File: src/rtl/prbs_chk_pkg.sv
package prbs_chk_pkg;

    // Longest polynomial sets the depth of retained history.
    localparam int HIST_W   = 31;
    localparam int NUM_POLY = 4;
    localparam int SEL_W    = $clog2(NUM_POLY);

    localparam logic [2:0] MODE_OFF = 3'b000;
    localparam logic [2:0] MODE_P7  = 3'b001;
    localparam logic [2:0] MODE_P31 = 3'b100;

    typedef enum logic {
        ST_IDLE,
        ST_TRACK
    } trk_state_e;

    function automatic int poly_len(input int p);
        case (p)
            0:       return 7;
            1:       return 15;
            2:       return 23;
            default: return 31;
        endcase
    endfunction

    function automatic int poly_tap(input int p);
        case (p)
            0:       return 6;
            1:       return 14;
            2:       return 18;
            default: return 28;
        endcase
    endfunction

    function automatic logic mode_valid(input logic [2:0] m);
        return (m >= MODE_P7) && (m <= MODE_P31);
    endfunction

    function automatic logic [SEL_W-1:0] mode_sel(input logic [2:0] m);
        logic [2:0] d;
        d = m - 3'd1;
        return d[SEL_W-1:0];
    endfunction

endpackage

File: src/rtl/prbs_expect.sv
module prbs_expect
    import prbs_chk_pkg::*;
#(
    parameter int DATA_W = 32
) (
    input  logic [HIST_W-1:0] hist_i,
    input  logic [DATA_W-1:0] data_i,
    input  logic [2:0]        mode_i,
    output logic [DATA_W-1:0] exp_o,
    output logic [HIST_W-1:0] hist_next_o
);

    localparam int SEQ_W = HIST_W + DATA_W;

    logic [NUM_POLY-1:0][DATA_W-1:0] cand;
    logic [SEQ_W-1:0]                recv_seq;

    // One unrolled generator per polynomial; the mode picks one word.
    for (genvar p = 0; p < NUM_POLY; p++) begin : g_poly
        localparam int N = poly_len(p);
        localparam int T = poly_tap(p);
        logic [SEQ_W-1:0] seq;

        always_comb begin
            seq = '0;
            seq[HIST_W-1:0] = hist_i;
            for (int i = 0; i < DATA_W; i++) begin
                seq[HIST_W+i] = seq[HIST_W+i-N] ^ seq[HIST_W+i-T];
            end
        end

        assign cand[p] = seq[SEQ_W-1:HIST_W];
    end

    assign exp_o = cand[mode_sel(mode_i)];

    // Time-ordered concatenation: history oldest, new word latest.
    assign recv_seq    = {data_i, hist_i};
    assign hist_next_o = recv_seq[SEQ_W-1 -: HIST_W];

endmodule

File: src/rtl/prbs_track_fsm.sv
module prbs_track_fsm
    import prbs_chk_pkg::*;
(
    input  logic       clk_i,
    input  logic       rst_ni,
    input  logic [2:0] mode_i,
    output logic       cmp_en_o
);

    trk_state_e state_q, state_d;
    logic [2:0] mode_q;
    logic       valid;
    logic       same;

    assign valid = mode_valid(mode_i);
    assign same  = (mode_i == mode_q);

    always_ff @(posedge clk_i or negedge rst_ni) begin
        if (!rst_ni) begin
            state_q <= ST_IDLE;
            mode_q  <= MODE_OFF;
        end else begin
            state_q <= state_d;
            mode_q  <= mode_i;
        end
    end

    always_comb begin
        state_d  = state_q;
        cmp_en_o = 1'b0;
        unique case (state_q)
            ST_IDLE: begin
                if (valid) begin
                    state_d = ST_TRACK;   // ENTER: seed only
                end
            end
            ST_TRACK: begin
                if (!valid) begin
                    state_d = ST_IDLE;    // LEAVE
                end else if (same) begin
                    cmp_en_o = 1'b1;      // HOLD: compare
                end
                // RESEED: valid, changed mode, stay and seed
            end
            default: state_d = ST_IDLE;
        endcase
    end

endmodule

File: src/rtl/prbs_err_stat.sv
module prbs_err_stat #(
    parameter int DATA_W = 32,
    parameter int CNT_W  = 16
) (
    input  logic              clk_i,
    input  logic              rst_ni,
    input  logic              cmp_en_i,
    input  logic [DATA_W-1:0] data_i,
    input  logic [DATA_W-1:0] exp_i,
    input  logic              clr_i,
    output logic              err_o,
    output logic [CNT_W-1:0]  cnt_o
);

    localparam logic [CNT_W-1:0] CNT_MAX = '1;

    logic hit;
    logic err_q;
    logic [CNT_W-1:0] cnt_q;

    assign hit = cmp_en_i && (data_i != exp_i);

    always_ff @(posedge clk_i or negedge rst_ni) begin
        if (!rst_ni) begin
            err_q <= 1'b0;
            cnt_q <= '0;
        end else begin
            err_q <= hit;
            if (clr_i) begin
                cnt_q <= '0;
            end else if (hit && (cnt_q != CNT_MAX)) begin
                cnt_q <= cnt_q + 1'b1;
            end
        end
    end

    assign err_o = err_q;
    assign cnt_o = cnt_q;

endmodule

File: src/rtl/prbs_rx_check.sv
module prbs_rx_check
    import prbs_chk_pkg::*;
#(
    parameter int DATA_W = 32,
    parameter int CNT_W  = 16
) (
    input  logic              clk_i,
    input  logic              rst_ni,
    input  logic [2:0]        mode_i,
    input  logic [DATA_W-1:0] data_i,
    input  logic              cnt_clr_i,
    input  logic              lb_en_i,
    input  logic              tx_force_i,
    output logic              err_o,
    output logic [CNT_W-1:0]  err_cnt_o,
    output logic              tx_force_o
);

    logic [HIST_W-1:0] hist_q;
    logic [HIST_W-1:0] hist_next;
    logic [DATA_W-1:0] exp_word;
    logic              cmp_en;

    // History is refilled from received data on every edge.
    always_ff @(posedge clk_i or negedge rst_ni) begin
        if (!rst_ni) begin
            hist_q <= '0;
        end else begin
            hist_q <= hist_next;
        end
    end

    prbs_expect #(.DATA_W(DATA_W)) u_expect (
        .hist_i      (hist_q),
        .data_i      (data_i),
        .mode_i      (mode_i),
        .exp_o       (exp_word),
        .hist_next_o (hist_next)
    );

    prbs_track_fsm u_fsm (
        .clk_i    (clk_i),
        .rst_ni   (rst_ni),
        .mode_i   (mode_i),
        .cmp_en_o (cmp_en)
    );

    prbs_err_stat #(.DATA_W(DATA_W), .CNT_W(CNT_W)) u_stat (
        .clk_i    (clk_i),
        .rst_ni   (rst_ni),
        .cmp_en_i (cmp_en),
        .data_i   (data_i),
        .exp_i    (exp_word),
        .clr_i    (cnt_clr_i),
        .err_o    (err_o),
        .cnt_o    (err_cnt_o)
    );

    assign tx_force_o = lb_en_i ? err_o : tx_force_i;

endmodule

File: config.mk
export PLATFORM = sky130hd
export DESIGN_NAME = prbs_rx_check
export DESIGN_NICKNAME = d
export VERILOG_FILES = /design/src/rtl/prbs_chk_pkg.sv /design/src/rtl/prbs_expect.sv /design/src/rtl/prbs_track_fsm.sv /design/src/rtl/prbs_err_stat.sv /design/src/rtl/prbs_rx_check.sv
export SDC_FILE = /design/constraint.sdc
export NUM_CORES = 1
export LEC_CHECK = 0
export BUFFER_PORTS_ARGS = -buffer_cell sky130_fd_sc_hd__buf_2
export CAP_MARGIN = 15
export CELL_PAD_IN_SITES_DETAIL_PLACEMENT = 0
export CELL_PAD_IN_SITES_GLOBAL_PLACEMENT = 1
export CORE_MARGIN = 10
export CORE_UTILIZATION = 46
export DETAILED_ROUTE_END_ITERATION = 10
export GPL_ROUTABILITY_DRIVEN = 0
export HOLD_SLACK_MARGIN = 0.06
export MAX_ROUTING_LAYER = met4
export PLACE_DENSITY_LB_ADDON = 0.08
export SYNTH_ARGS = -nofsm -noshare
export SYNTH_HDL_FRONTEND = slang
export SYNTH_SLANG_ARGS = --single-unit
File: constraint.sdc
create_clock -name clk_i -period 3.15 [get_ports clk_i]
set_clock_uncertainty 0.15 [all_clocks]
set_input_delay 0.315 -clock clk_i [delete_from_list [all_inputs] [get_ports clk_i]]
set_output_delay 0.315 -clock clk_i [all_outputs]
set_load 0.01 [all_outputs]
Yosys cells after proc, flatten, opt, wreduce, memory -nomap -nowiden:

Cells that the tools add are included.

* divide/modulo/power cells: 0
* multiplexer cells: 9
* magnitude comparators: 3
* shift operators: 0
* multiply operators: 0
* bitwise operators: 117
* add/sub/neg operators: 2
* eq/ne operators: 3
* reductions and logical operators: 4

Operators with widths (count)
* XOR 1 bit: 117
* binary-select mux 32 bit (select 2 bit): 1
* two-way mux 16 bit: 2
* two-way mux 32 bit: 1
* != test 32 bit: 1
* adder 16 x 1 -> 16 bit, second input constant: 1
* != test 16 bit, second input constant: 1
* two-way mux 1 bit: 5
* equality test 3 bit: 1
* >= comparator 3 x 1 -> 1 bit, second input constant: 1
* <= comparator 3 bit, second input constant: 1
* logical AND 1 bit: 3
* less-than comparator 2 x 3 -> 1 bit, second input constant: 1
* nonzero test 2 bit: 1
* subtractor 2 x 1 -> 2 bit, second input constant: 1

* memory bits (writable): 0
* input bits: 40
* memories: 0
* register bits after elaboration: 52
* logic and storage cells: 143
* latch bits: 0
* memory bits (read-only): 0

Longest topological paths before layout:

Gate-level depths: netlist of run 1.

* word-level depth: 13
* mapped depth: 18
* gate-level depth less buffers: 11

Hierarchy:

A second synthesis of run 1 with hierarchy kept.

* cell total of the unflattened synthesis: 508
* area total of the unflattened synthesis: 4674.5 sq um

By module, submodules not included
* prbs_expect: area each 2446.1 sq um, times used 1, seq. area each 0.0 sq um, cells each 321
* prbs_err_stat: area each 1286.2 sq um, times used 1, seq. area each 425.4 sq um, cells each 144
* prbs_rx_check: area each 790.8 sq um, times used 1, seq. area each 775.7 sq um, cells each 32
* prbs_track_fsm: area each 151.4 sq um, times used 1, seq. area each 100.1 sq um, cells each 11

Worst setup path before layout of run 1:

OpenSTA, ideal clock, no wires.

* path type: input to register
* from: in mode_i[0]
* to: reg u_stat.cnt_q[12] (netlist: u_stat.cnt_o[12])
* buffers on the path: 5
* arrival time: 3324 ps
* stages on the path: 16
* library setup time: 125 ps
* setup slack: -449 ps
* cells stage by stage: clkinv_1 clkbuf_1 ha_1 buf_2 clkinv_1 clkbuf_1 o21ai_0 a21oi_1 mux2_2 nand2_1 nor4_1 and4_1 buf_6 buf_12 nor4b_2 mux2_4

* cells in the longest elaborated chain, start to end: 7
* elaborated cells between the ends (all ways): 14

Ends and longest elaborated chain
* start: declaration: line prbs_rx_check.sv:9 `input logic [2:0] mode_i,`
* subtractor 2 x 1 -> 2 bit (tied with other cells): line prbs_chk_pkg.sv:41 `d = m - 3'd1;`
* binary-select mux 32 bit (select 2 bit) (tied with other cells): line prbs_expect.sv:35 `assign exp_o = cand[mode_sel(mode_i)];`
* two-way mux 32 bit (implied by the code) / two-way mux 1 bit (equally long branches): line prbs_expect.sv:35, prbs_track_fsm.sv:38
* != test 32 bit / two-way mux 1 bit (equally long branches): line prbs_err_stat.sv:21, prbs_track_fsm.sv:31
* logical AND 1 bit *: line prbs_err_stat.sv:21 `assign hit = cmp_en_i && (data_i != exp_i);`
* logical AND 1 bit *: line prbs_err_stat.sv:31 `end else if (hit && (cnt_q != CNT_MAX)) begin`
* nonzero test 2 bit (no line) *
* end signal: assignment: line prbs_err_stat.sv:32 `cnt_q <= cnt_q + 1'b1;`
* end: declaration: line prbs_err_stat.sv:19 `logic [CNT_W-1:0] cnt_q;`

Mark *: on every way between the ends. The rest lies on a longest branch, timed or not. The select of a mux whose other input is x is not followed.
A chain may end at the register's enable or synchronous reset.

Worst setup path after layout of run 1:

* from: reg hist_q[28]
* to: reg u_stat.cnt_q[4] (netlist: u_stat.cnt_o[4])

* cells in the longest elaborated chain, start to end: 11
* elaborated cells between the ends (all ways): 29

Ends and longest elaborated chain
* start: declaration: line prbs_rx_check.sv:19 `logic [HIST_W-1:0] hist_q;`
* start signal: assignment: line prbs_rx_check.sv:29 `hist_q <= hist_next;`
* XOR 1 bit (5 in series): line prbs_expect.sv:28 `seq[HIST_W+i] = seq[HIST_W+i-N] ^ seq[HIST_W+i-T];`
* binary-select mux 32 bit (select 2 bit) *: line prbs_expect.sv:35
* two-way mux 32 bit (implied by the code) *: line prbs_expect.sv:35
* != test 32 bit *: line prbs_err_stat.sv:21
* logical AND 1 bit *: line prbs_err_stat.sv:21
* logical AND 1 bit *: line prbs_err_stat.sv:31
* nonzero test 2 bit (no line) *

Marked as above.

==> run metrics, run 1 <==
Cell Area, Synth=4630 um^2; Crit path arrival time=3200 ps; Synth top area share=0.281; WL met3=867 um; antenna violations before repair=0; ant diodes=0; final non-filler cell total=769; area grow syn2layout=35.0%; Reg clk slew, reported paths=110 ps; Max Cap Viol=0; sequential share of the synthesized area=0.281; M1 wire length=6.25 mm; sw power=0.727 mW; First-pass DRT Iterations=5; Startpoint Class=flip-flop; syn nets=543; Clock Tree Root=clkbuf_8; total chip power=2.00 mW; CP Class=reg2reg; DRT Wirelength=15.1 mm; number of synthesis warnings=0; first-pass GRT wire length=23.6 mm; total grt overflow=0; fraction of registers with async set/reset=1.00; area post-placement=5500 um^2; count leader, synth=xnor2_1; sequential share of power=0.367; largest buffer count on any clock path=2; Die W=120 um; Relative slew margins=0.468; final setup margin=48.5 ps; critical path capture point type=flip-flop; initial core utilization=0.474; largest net degree at the start of global routing=35; Reg area=1310 um^2; max-slew violation count=0; vias=4325; syn_area_per_cell=9.26 um^2; crit share post-route=0.985; routed length per placed instance=19.7 um; nets=678; Final setup viols=0; vias in the first global route=4385; HPWL after DPL=11.5 mm; Ports=58; Hold WC Path Type=in2reg; Iter 0 DRT Violations=358; Place WS=-312 ps; P_int=1.27 mW; Leak=2.67 nW; Clk Latency, worst-skew pair=320 ps; minimum clock period=3100 ps; final hold violations=0; Post-Syn Instances=500; WL met2=7.34 mm; CTS Sinks=52; outcome=finished, final reports clean; H-tree depth=2; Top FF cell, synth=dfrtp_1; Power Density=319 nW/um^2; Clk pwr share=0.210; TritonCTS clock tree=built; number of synthesized flops with an enable pin=0; Inserted Clock Buffers=5; combinational power share=0.423; Highest Signal Layer=met4; die height=120 um; layout cells sized above 1=0.346; Critical Path Fanout Max=15; Filler Cell Count=831; Port-buffer cells=57; Peak Freq=322 MHz; Synth area leaders=dfrtp_1 (28%), xnor2_1 (13%), xor2_1 (10%); Synth Register Bits=52; full die area=14500 um^2; post-route DRC violation count=0; Post-DRT Antenna Nets=0; largest area contributor in the netlist=dfrtp_1; Setup TNS=0 ps; row count=36; core region area=9770 um^2; Tot GR Track Use=0.210; Max VDD drop=0.192 mV; Synth cell types=60; Placed Cells=721; Synth top cells by count=xnor2_1 (71), xor2_1 (53), dfrtp_1 (52); actual slew at the worst max-slew pin=798 ps; final instance area=6250 um^2; Sw Ratio=0.364; critical path required time=3250 ps; footprint of the multi-input gates=3270 um^2; vias per cell=5.62
## through the flow
step                      hold slack [ps]   util
after floorplan                      -131      -
after CTS                             268  0.612
after global routing                  286  0.639
final                                 274  0.639
after global placement                289  0.563
after detailed placement              295  0.563
## timing repair
item                       CTS  global route
hold buffers                34             0
hold endpoints to repair    66             0
setup endpoints to repair   13            17
cloned                       0             1
pin swaps                    0            16
resized for setup            8            48
buffers inserted             0             5
## power groups by stage
stage               logic, mW  clock network, mW  registers, mW
finish                  0.844              0.418          0.733
global route            0.902              0.460          0.735
CTS                     0.779              0.427          0.732
detailed placement      0.737                  0          0.743
global placement        0.735                  0          0.744
floorplan               0.504                  0          0.716
## path summary, 6_finish.rpt
path	from	to	slack, ps	cells past startpoint
setup / recovery	hist_q[28]	u_stat.cnt_o[4]	50	12
hold / removal	cnt_clr_i	u_stat.cnt_o[5]	270	2
setup reg to reg	hist_q[28]	u_stat.cnt_o[4]	50	12
hold reg to reg	u_stat.cnt_o[15]	u_stat.cnt_o[15]	370	1
max in group asynchronous	rst_ni	hist_q[17]	1610	3
min in group asynchronous	rst_ni	u_stat.cnt_o[15]	460	2
## cell usage in the layout, fill, tap and decap left out, types with 11 or more instances in the layout
| cell type | n |
|---|---|
| buf_2 | 57 |
| dlygate4sd3_1 | 34 |
| nand3_1 | 14 |
| mux2i_1 | 22 |
| o21ai_0 | 11 |
| o22ai_1 | 11 |
| a21oi_1 | 16 |
| buf_4 | 69 |
| xor2_1 | 49 |
| nand2_1 | 25 |
| dfrtp_1 | 45 |
| nor2_1 | 27 |
| xnor2_1 | 67 |
## layout make-up
cell class | count | share of cell area
Sequential cell | 52 | 0.210
Clock buffer | 5 | 0.0110
Clock inverter | 3 | 0.00340
Timing Repair Buffer | 174 | 0.219
Multi-Input combinational cell | 392 | 0.524
Tap cell | 133 | 0.0266
Inverter | 10 | 0.00681
## registers in the layout (all words and copies together), names as in the netlist
register / count
u_stat.cnt_o: 16
u_fsm.state_q: 1
u_stat.err_o: 1
hist_q: 31
u_fsm.mode_q: 3
## logic make-up after synthesis
kind of cell    after synthesis  share of synthesized area
compound gates               89                      0.132
xor+xnor                    131                      0.262
fa+ha+maj                     3                    0.00811
buf+inv                      56                     0.0654
flops                        52                      0.281
mux                          37                     0.0938
simple gates                132                      0.157
## metal layers
layer	global-route usage	up-vias
met5	-	-
met4	0.0897	0
met3	0.0321	51
met2	0.349	183
met1	0.249	2074
li1	-	2017
## worst max-delay path: stages, from the launching register on
cell and delay, ps:
dfrtp_1 450, buf_12 180, xnor2_1 360, xor2_1 270, o221ai_1 180, xor2_1 160
nand2_1 100, nor4_2 60, and4_4 180, buf_12 140, buf_4 130, or4_1 490
a21oi_1 150
No activity file was read; power rests on OpenSTA's default activity.
==> run 2: changes to the inputs <==
--- a/config.mk
+++ b/config.mk
@@ -16,6 +16,8 @@
 export HOLD_SLACK_MARGIN = 0.06
 export MAX_ROUTING_LAYER = met4
 export PLACE_DENSITY_LB_ADDON = 0.08
+export RECOVER_POWER = 50
+export SETUP_SLACK_MARGIN = 0.4
 export SYNTH_ARGS = -nofsm -noshare
 export SYNTH_HDL_FRONTEND = slang
 export SYNTH_SLANG_ARGS = --single-unit
==> constraint.sdc (replaced) <==
create_clock -name clk_i -period 3.28 [get_ports clk_i]
set_clock_uncertainty 0.15 [all_clocks]
set_input_delay 0.328 -clock clk_i [delete_from_list [all_inputs] [get_ports clk_i]]
set_output_delay 0.328 -clock clk_i [all_outputs]
set_load 0.01 [all_outputs]
==> run metrics, run 2 (synthesis results as in run 1) <==
R2R cell count=12 (unchanged); First-pass DRT Iterations=5 (unchanged); final hold violations=0 (unchanged); Iter 0 DRT Violations=441 (+23%); area grow syn2layout=37.2%; post-route DRC violation count=0 (unchanged); antenna violations before repair=0 (unchanged); Post-DRT Antenna Nets=0 (unchanged); critical path capture point type=flip-flop; core region area=9770 um^2 (unchanged); Reg2Reg Capture Point=u_stat.cnt_o[2]; most frequent cells in the layout=buf_4 (85), xnor2_1 (67), xor2_1 (51), clkbuf_1 (49), dfrtp_1 (47); Max VDD drop=0.171 mV (-11%); vias per cell=5.51 (-2.0%); outcome=finished with violations; vias=4331 (+0.14%); leading cell type in the layout, fill and taps excluded=buf_4; crit share post-route=0.977 (-0.00724); Clock Tree Root=clkbuf_8; nets=696 (+2.7%); Reg clk slew, reported paths=100 ps (about the same); CP Class=reg2reg; total grt overflow=0 (unchanged); Filler Cell Count=844 (+1.6%); H-tree depth=2 (unchanged); ant diodes=0 (unchanged); Largest Register=hist_q; failing checks=capacitance limit, slew limit; DRT Wirelength=15.3 mm (+1.4%); unrepaired setup endpoints after global routing=true; number of flip-flops in the largest register=31 (unchanged); Clk Latency, worst-skew pair=320 ps (about the same); Setup TNS=0 ps (unchanged); Crit path arrival time=3290 ps (+90 ps); Max Cap Viol=1 (+1); Critical Path Fanout Max=8 (-7); first-pass GRT wire length=24.7 mm (+4.7%); Tot GR Track Use=0.219 (+0.00841); TritonCTS clock tree=built; die height=120 um (unchanged); Inserted Clock Buffers=5 (unchanged); Hold WC Path Type=in2reg; max-slew violation count=35 (+35); minimum clock period=3210 ps (+104 ps); largest buffer count on any clock path=2 (unchanged); routed length per placed instance=19.5 um (-0.76%); Worst Hold Path EP=u_fsm.mode_q[1]; Leak=2.61 nW (-2.2%); CTS Sinks=52 (unchanged); total chip power=1.91 mW (-4.3%); Worst Hold Depth=2 (unchanged); Reg2Reg Setup Slack=70 ps (+30 ps); Final setup viols=0 (unchanged); row count=36 (unchanged); critical path required time=3370 ps (+120 ps); Power Density=301 nW/um^2 (-5.8%); vias in the first global route=4582 (+4.5%); HPWL after DPL=11.5 mm (-0.46%); worst r2r src=hist_q[19]; Peak Freq=312 MHz (-3.3%); full die area=14500 um^2 (unchanged); layout cells sized above 1=0.279 (-0.0672); largest net degree at the start of global routing=35 (unchanged); Die W=120 um (unchanged); Ports=58 (unchanged); Relative slew margins=-0.312 (-0.780); Startpoint Class=flip-flop; initial core utilization=0.474 (unchanged); actual slew at the worst max-slew pin=1970 ps (+1170 ps); Port-buffer cells=57 (unchanged); HP Start=mode_i[1]
## run 2: routing by layer
metal	wire length, um	vias up	track usage	share of wire
met5	0	-	-	0
met2	7580	167	0.369	0.49
li1	-	2057	-	-
met4	533	0	0.0799	0.035
met1	6390	2064	0.260	0.42
met3	840	43	0.0326	0.055
## run 2: how the worst max path moves through the flow
stage | startpoint | endpoint | slack, ps | cells after the start
detailed placement | mode_i[0] | u_stat.cnt_o[0] | -490 | 15
global placement | mode_i[0] | u_stat.cnt_o[6] | -430 | 15
finish | hist_q[19] | u_stat.cnt_o[2] | 70 | 12
global route | hist_q[26] | u_stat.cnt_o[12] | 2 | 11
floorplan | mode_i[0] | u_stat.cnt_o[12] | 150 | 16
CTS | hist_q[30] | u_stat.cnt_o[6] | 80 | 13
## run 2: final cells by class
cell class	instances	area, um^2	area share
well taps	133	166	0.0262
multi-input cells	392	3260	0.514
clock buffers	5	68.8	0.0108
flip-flops and latches	52	1310	0.206
inverters	10	63.8	0.0100
repair buffers	192	1470	0.231
clock inverters	2	12.5	0.00197
## run 2: stage by stage
| stage | util | instances | hold WS (ps) | area [um^2] | setup WS (ps) |
|---|---|---|---|---|---|
| finish | 0.650 | 786 | 125 | 6350 | 74.2 |
| global route | 0.650 | 786 | 138 | 6350 | 2.05 |
| CTS | 0.634 | 779 | 90.0 | 6200 | 78.2 |
| detailed placement | 0.567 | 728 | 304 | 5550 | -488 |
| global placement | 0.567 | 728 | 301 | 5550 | -432 |
| floorplan | - | 500 | -118 | 4730 | 148 |
## run 2: critical path, cell delays in order (launching register included)
cell     delay (ps)
dfrtp_1         560
buf_4           230
xor2_1          200
o21ai_0         110
a21oi_1         240
mux2_2          360
o21ai_1         140
nor4_4           80
and4_4          200
buf_12          140
buf_8           130
or4_1           460
a21oi_1         130
## run 2: where the power goes
part / internal, mW / switching, mW / leakage [nW]
combinational: 0.419 / 0.408 / 1.93
sequential: 0.664 / 0.0423 / 0.641
clock: 0.146 / 0.232 / 0.0400
## run 2: timing repair
item | CTS | global route
pin swaps | 27 | 19
setup buffers | 10 | 7
hold buffers | 33 | 0
resized for setup | 31 | 32
endpoints found under the setup margin | 17 | 17
hold endpoints to repair | 65 | 0
cloned | 1 | 0
